File: src/rtl/pat_pkg.sv
package pat_pkg;
  localparam int PAT_BLK_W  = 11;
  localparam int PAT_OFF_W  = 9;
  localparam int PAT_FRAMES = 32;

  typedef struct packed {
    logic multi;
    logic exec;
    logic flock;
    logic fmiss;
  } pat_flags_t;
endpackage

File: src/rtl/pat_entry.sv
module pat_entry #(
  parameter int BLK_W = 11
) (
  input  logic             clk,
  input  logic             rst_n,
  input  logic             ld,
  input  logic [BLK_W-1:0] ld_block,
  input  logic             ld_lock,
  input  logic             lk,
  input  logic             lk_val,
  input  logic [BLK_W-1:0] cmp_block,
  output logic             match,
  output logic             locked
);
  logic             vld_q;
  logic             lock_q;
  logic [BLK_W-1:0] blk_q;

  always_ff @(posedge clk) begin
    if (!rst_n) begin
      vld_q  <= 1'b0;
      lock_q <= 1'b0;
      blk_q  <= '0;
    end else if (ld) begin
      vld_q  <= 1'b1;
      lock_q <= ld_lock;
      blk_q  <= ld_block;
    end else if (lk) begin
      lock_q <= lk_val;
    end
  end

  assign match  = vld_q && (blk_q == cmp_block);
  assign locked = lock_q;
endmodule

File: src/rtl/pat_prio.sv
module pat_prio #(
  parameter int N  = 32,
  parameter int IW = $clog2(N)
) (
  input  logic [N-1:0]  hits,
  output logic [IW-1:0] idx,
  output logic          any,
  output logic          multi
);
  always_comb begin
    idx = '0;
    for (int i = N - 1; i >= 0; i--) begin
      if (hits[i]) idx = IW'(i);
    end
  end

  assign any   = |hits;
  assign multi = |(hits & (hits - N'(1)));
endmodule

File: src/rtl/pat_xlate.sv
module pat_xlate
  import pat_pkg::*;
#(
  parameter int BLK_W  = PAT_BLK_W,
  parameter int OFF_W  = PAT_OFF_W,
  parameter int FRAMES = PAT_FRAMES,
  localparam int FRM_W = $clog2(FRAMES),
  localparam int VA_W  = BLK_W + OFF_W + 1,
  localparam int PA_W  = FRM_W + OFF_W,
  localparam int EA_W  = BLK_W + OFF_W
) (
  input  logic             clk,
  input  logic             rst_n,
  input  logic             wr_en,
  input  logic [FRM_W-1:0] wr_frame,
  input  logic [BLK_W-1:0] wr_block,
  input  logic             wr_lock,
  input  logic             lk_en,
  input  logic [FRM_W-1:0] lk_frame,
  input  logic             lk_val,
  input  logic             req_valid,
  output logic             req_ready,
  input  logic [VA_W-1:0]  req_addr,
  output logic             rsp_valid,
  input  logic             rsp_ready,
  output logic [PA_W-1:0]  rsp_paddr,
  output logic [EA_W-1:0]  rsp_eaddr,
  output logic             rsp_exec,
  output logic             rsp_fault_miss,
  output logic             rsp_fault_lock,
  output logic             rsp_multi
);
  logic             exec_sel;
  logic [BLK_W-1:0] req_blk;
  logic [OFF_W-1:0] req_off;
  logic [FRAMES-1:0] hit_vec;
  logic [FRAMES-1:0] lock_vec;
  logic [FRM_W-1:0] win_idx;
  logic             any_hit;
  logic             many_hit;
  pat_flags_t       flags;

  assign exec_sel = req_addr[VA_W-1];
  assign req_blk  = req_addr[VA_W-2 -: BLK_W];
  assign req_off  = req_addr[OFF_W-1:0];

  for (genvar g = 0; g < FRAMES; g++) begin : g_frame
    pat_entry #(.BLK_W(BLK_W)) u_ent (
      .clk      (clk),
      .rst_n    (rst_n),
      .ld       (wr_en && (wr_frame == FRM_W'(g))),
      .ld_block (wr_block),
      .ld_lock  (wr_lock),
      .lk       (lk_en && (lk_frame == FRM_W'(g))),
      .lk_val   (lk_val),
      .cmp_block(req_blk),
      .match    (hit_vec[g]),
      .locked   (lock_vec[g])
    );
  end

  pat_prio #(.N(FRAMES), .IW(FRM_W)) u_prio (
    .hits (hit_vec),
    .idx  (win_idx),
    .any  (any_hit),
    .multi(many_hit)
  );

  always_comb begin
    flags     = '0;
    rsp_paddr = '0;
    rsp_eaddr = '0;
    if (req_valid) begin
      if (exec_sel) begin
        flags.exec = 1'b1;
        rsp_eaddr  = req_addr[EA_W-1:0];
      end else if (!any_hit) begin
        flags.fmiss = 1'b1;
      end else begin
        flags.multi = many_hit;
        if (lock_vec[win_idx]) flags.flock = 1'b1;
        else                   rsp_paddr   = {win_idx, req_off};
      end
    end
  end

  assign rsp_exec       = flags.exec;
  assign rsp_fault_miss = flags.fmiss;
  assign rsp_fault_lock = flags.flock;
  assign rsp_multi      = flags.multi;
  assign rsp_valid      = req_valid;
  assign req_ready      = rsp_ready;
endmodule

File: config.mk
export PLATFORM = sky130hd
export DESIGN_NAME = pat_xlate
export DESIGN_NICKNAME = d
export VERILOG_FILES = /design/src/rtl/pat_pkg.sv /design/src/rtl/pat_entry.sv /design/src/rtl/pat_prio.sv /design/src/rtl/pat_xlate.sv
export SDC_FILE = /design/constraint.sdc
export NUM_CORES = 1
export LEC_CHECK = 0
export ABC_AREA = 0
export BUFFER_PORTS_ARGS = -buffer_cell sky130_fd_sc_hd__buf_4
export CAP_MARGIN = 10
export CORE_MARGIN = 3
export CORE_UTILIZATION = 47
export DETAILED_ROUTE_END_ITERATION = 10
export GPL_TIMING_DRIVEN = 0
export PLACE_DENSITY = 0.63
export SLEW_MARGIN = 10
export SYNTH_ARGS = -nofsm -noshare
export SYNTH_HDL_FRONTEND = slang
export SYNTH_SLANG_ARGS = --single-unit
export TNS_END_PERCENT = 10
File: constraint.sdc
create_clock -name clk -period 5.7 [get_ports clk]
set_clock_uncertainty 0.1 [all_clocks]
set_input_delay 1.14 -clock clk [delete_from_list [all_inputs] [get_ports clk]]
set_output_delay 1.14 -clock clk [all_outputs]
set_load 0.02 [all_outputs]
==> results.sh <==
export IMPL_cp_slowest_stage_delay_ns=0.61
export IMPL_cp_cell_sequence="buf_6 > bufbuf_16 > buf_4 > xnor2_2 > nand4_1 > nor3_1 > nor3_1 > a21oi_2 > o311ai_4 > buf_6 > buf_4 > mux2_4 > nand4_1 > o311ai_2 > a2111oi_4 > a41oi_4 > buf_12 > nor2b_4 > buf_4"
export IMPL_fin_crit_sh_pct=109
export IMPL_rsz0062_at_grt="true"
export IMPL_fin_area_um2=27400
export IMPL_utilization_pct=57.1
export IMPL_yosysUniqueCellTypes=79
export IMPL_syn_inst=2897
export IMPL_outcome="finished, violations left"
export IMPL_tightest_slew_ns=1.27
export IMPL_yosys_area_top_type="dfxtp_1"
export IMPL_routed_wl_um=92800
export IMPL_drive_gt1_share_pct=12.0
export IMPL_max_freq_ghz=0.161
export IMPL_die_w_um=227
export IMPL_power_density_nw_per_um2=246
export IMPL_start_util_pct=47.9
export IMPL_ys_warn_count=0
export IMPL_ys_ff_latch=416
export IMPL_ir_drop_v=0.000193
export IMPL_crit_path_start_kind="input port"
export IMPL_yosysTopAreaCellShare_pct=36.2
export IMPL_die_area_um2=51600
export IMPL_avgSynthCellArea_um2=7.94
export IMPL_io_buffers=76
export IMPL_htreeDepth=2
export IMPL_clock_latency_ns=0.61
export IMPL_antenna_found_initial=2
export IMPL_crit_required_ns=4.46
export IMPL_violations="negative setup slack"
export IMPL_cts_tree="built"
export IMPL_yosysSeqAreaShare_pct=36.2
export IMPL_std_cell_rows=80
export IMPL_cp_buffers_inverters=7
export IMPL_yosys_top_cells_area="dfxtp_1 36%, xnor2_1 13%, nand2_1 13%"
export IMPL_worstSetupEndpointType="primary output"
export IMPL_fp_dieH_um=227
export IMPL_path_clk_slew_ns=0.06
export IMPL_critical_path_class="in -> out"
export IMPL_cts_inserted_buffers=47
export IMPL_synth_edf_count=0
export IMPL_grt_pass1_wl_um=134000
export IMPL_hold_path_class="reg -> reg"
export IMPL_async_reset_ff_share_pct=0
export IMPL_area_growth_pct=19.3
export IMPL_placed_cell_area_um2=24400
export IMPL_period_needed_ns=6.20
export IMPL_dr_pass1_iters=6
export IMPL_maxSlewViolCount=0
export IMPL_core_area_um2=48000
export IMPL_dp_cells=3588
export IMPL_synth_area_um2=23000
export IMPL_setup_viol=16
export IMPL_globalplace_congestion=0.991
export IMPL_postRouteAntennaNets=0
export IMPL_setup_ws_ns=-0.500
export IMPL_num_vias=22400
export IMPL_drc=0
export IMPL_fin_nets=3127
export IMPL_critical_path_top_delay_family="buffers and inverters"
export IMPL_synth_nets=2947
export IMPL_drt_iter0_drc=2331
export IMPL_cap_violations=0
export IMPL_synth_flop_cell="dfxtp_1"
export IMPL_hold_viol=0
export IMPL_wire_per_inst_um=24.9
export IMPL_clockBufferDepth=3
export IMPL_synth_commonest_cells="796 x nand2_1, 416 x dfxtp_1, 355 x a21boi_0"
export IMPL_cp_slowest_cell="nor3_1"
export IMPL_synth_most_common_cell="nand2_1"
export IMPL_grt_overflow=0
export IMPL_clockRootBuffer="clkbuf_16"
export IMPL_critPathMaxFanout=10
export IMPL_grt_usage_pct=35.1
export IMPL_grt_max_degree=13
export IMPL_dp_final_hpwl_um=66700
export IMPL_cp_common_cell="buf_4"
export IMPL_power_leakage_uw=0.00923
export IMPL_crit_arrival_ns=4.96
export IMPL_fin_cells=3725
export IMPL_clock_sinks=416
export IMPL_slew_headroom_pct=15.3
export IMPL_vias_per_cell=6.01
export IMPL_pin_count=90
export IMPL_reg2reg_slack_ns=4.79
export IMPL_grt_pass1_vias=21300
[final cells by class]
| cell class | instances | area, µm² |
|---|---|---|
| well taps | 615 | 769 |
| clock inverters | 9 | 85.1 |
| fillers | 4377 | 20600 |
| flip-flops and latches | 416 | 8330 |
| clock buffers | 72 | 1390 |
| multi-input cells | 2263 | 14200 |
| diodes | 1 | 2.50 |
| inverters | 9 | 33.8 |
| plain buffers | 209 | 1520 |
| repair buffers | 131 | 1090 |
[worst reg2reg max path, cell delays in order, from the launching register on]
cell and delay, ns:
dfxtp_1 0.32, o21ai_0 0.08, nand3_1 0.12, o211a_1 0.18
[per-layer routing]
| metal | vias up | wire (µm) | global-route usage, % |
|---|---|---|---|
| met2 | 1149 | 39200 | 53.0 |
| li1 | 10300 | - | - |
| met4 | 0 | 5560 | 18.9 |
| met1 | 10700 | 38300 | 47.4 |
| met5 | - | 0 | 0 |
| met3 | 275 | 9800 | 7.16 |
[cell usage in the layout (no fill, tap or decap), types with 48 or more instances in the layout]
cell type	count
a21boi_0	355
clkbuf_1	172
dfxtp_1	416
xnor2_1	328
nand4_1	197
nand2_1	795
clkbuf_16	48
nand3_1	58
nor2_1	98
buf_4	123
[through the flow]
stage	setup WS (ns)	total power [µW]	setup TNS, ns	hold WS, ns
3_5_place_dp	-1.28	3710	-18.60	0.370
6_report	-0.500	6740	-6.55	0.375
4_1_cts	-0.476	6710	-6.25	0.377
3_3_place_gp	-1.23	3700	-17.83	0.363
5_1_grt	-0.584	6900	-8.07	0.393
2_1_floorplan	-0.235	3440	-2.92	0.356
[sequential cells by signal, summed over array words and instances, names as in the netlist]
| signal | flops |
|---|---|
| g_frame.u_ent.locked | 32 |
| g_frame.u_ent.vld_q | 32 |
| g_frame.u_ent.blk_q | 352 |
[logic make-up (layout without fill, tap and decap cells)]
family | after synthesis | after routing | synth area share, %
multiplexers | 18 | 18 | 0.816
AND/OR/NAND/NOR | 1361 | 1361 | 26.8
AO/OA/AOI/OAI | 529 | 529 | 17.5
XOR/XNOR | 352 | 352 | 13.6
adder cells (fa/ha/maj) | 3 | 3 | 0.131
other | 0 | 1 | 0
buffers and inverters | 218 | 430 | 4.89
flip-flops | 416 | 416 | 36.2
[path summary, 6_finish.rpt]
check | from | endpoint | cells past startpoint
max reg2reg | g_frame[23].u_ent.locked | g_frame[23].u_ent.locked | 3
min reg2reg | g_frame[26].u_ent.blk_q[2] | g_frame[26].u_ent.blk_q[2] | 2
max | req_addr[15] | rsp_paddr[4] | 19
min | g_frame[26].u_ent.blk_q[2] | g_frame[26].u_ent.blk_q[2] | 2
[where the power goes]
part | switching [µW] | leakage, µW | internal (µW) | total [µW]
clock | 1270 | 0.000729 | 1720 | 2990
combinational | 504 | 0.00514 | 294 | 798
sequential | 18.0 | 0.00335 | 2930 | 2950
total | 1790 | 0.00923 | 4940 | 6740
[repair_timing]
action                                  CTS  global route
gates cloned                              1             0
endpoints found under the setup margin   17            16
pin swaps                                13            14
hold buffers                              0             0
gates resized for setup                 147            49
setup buffers                            28            26
Power figures use the tool's default switching activity.
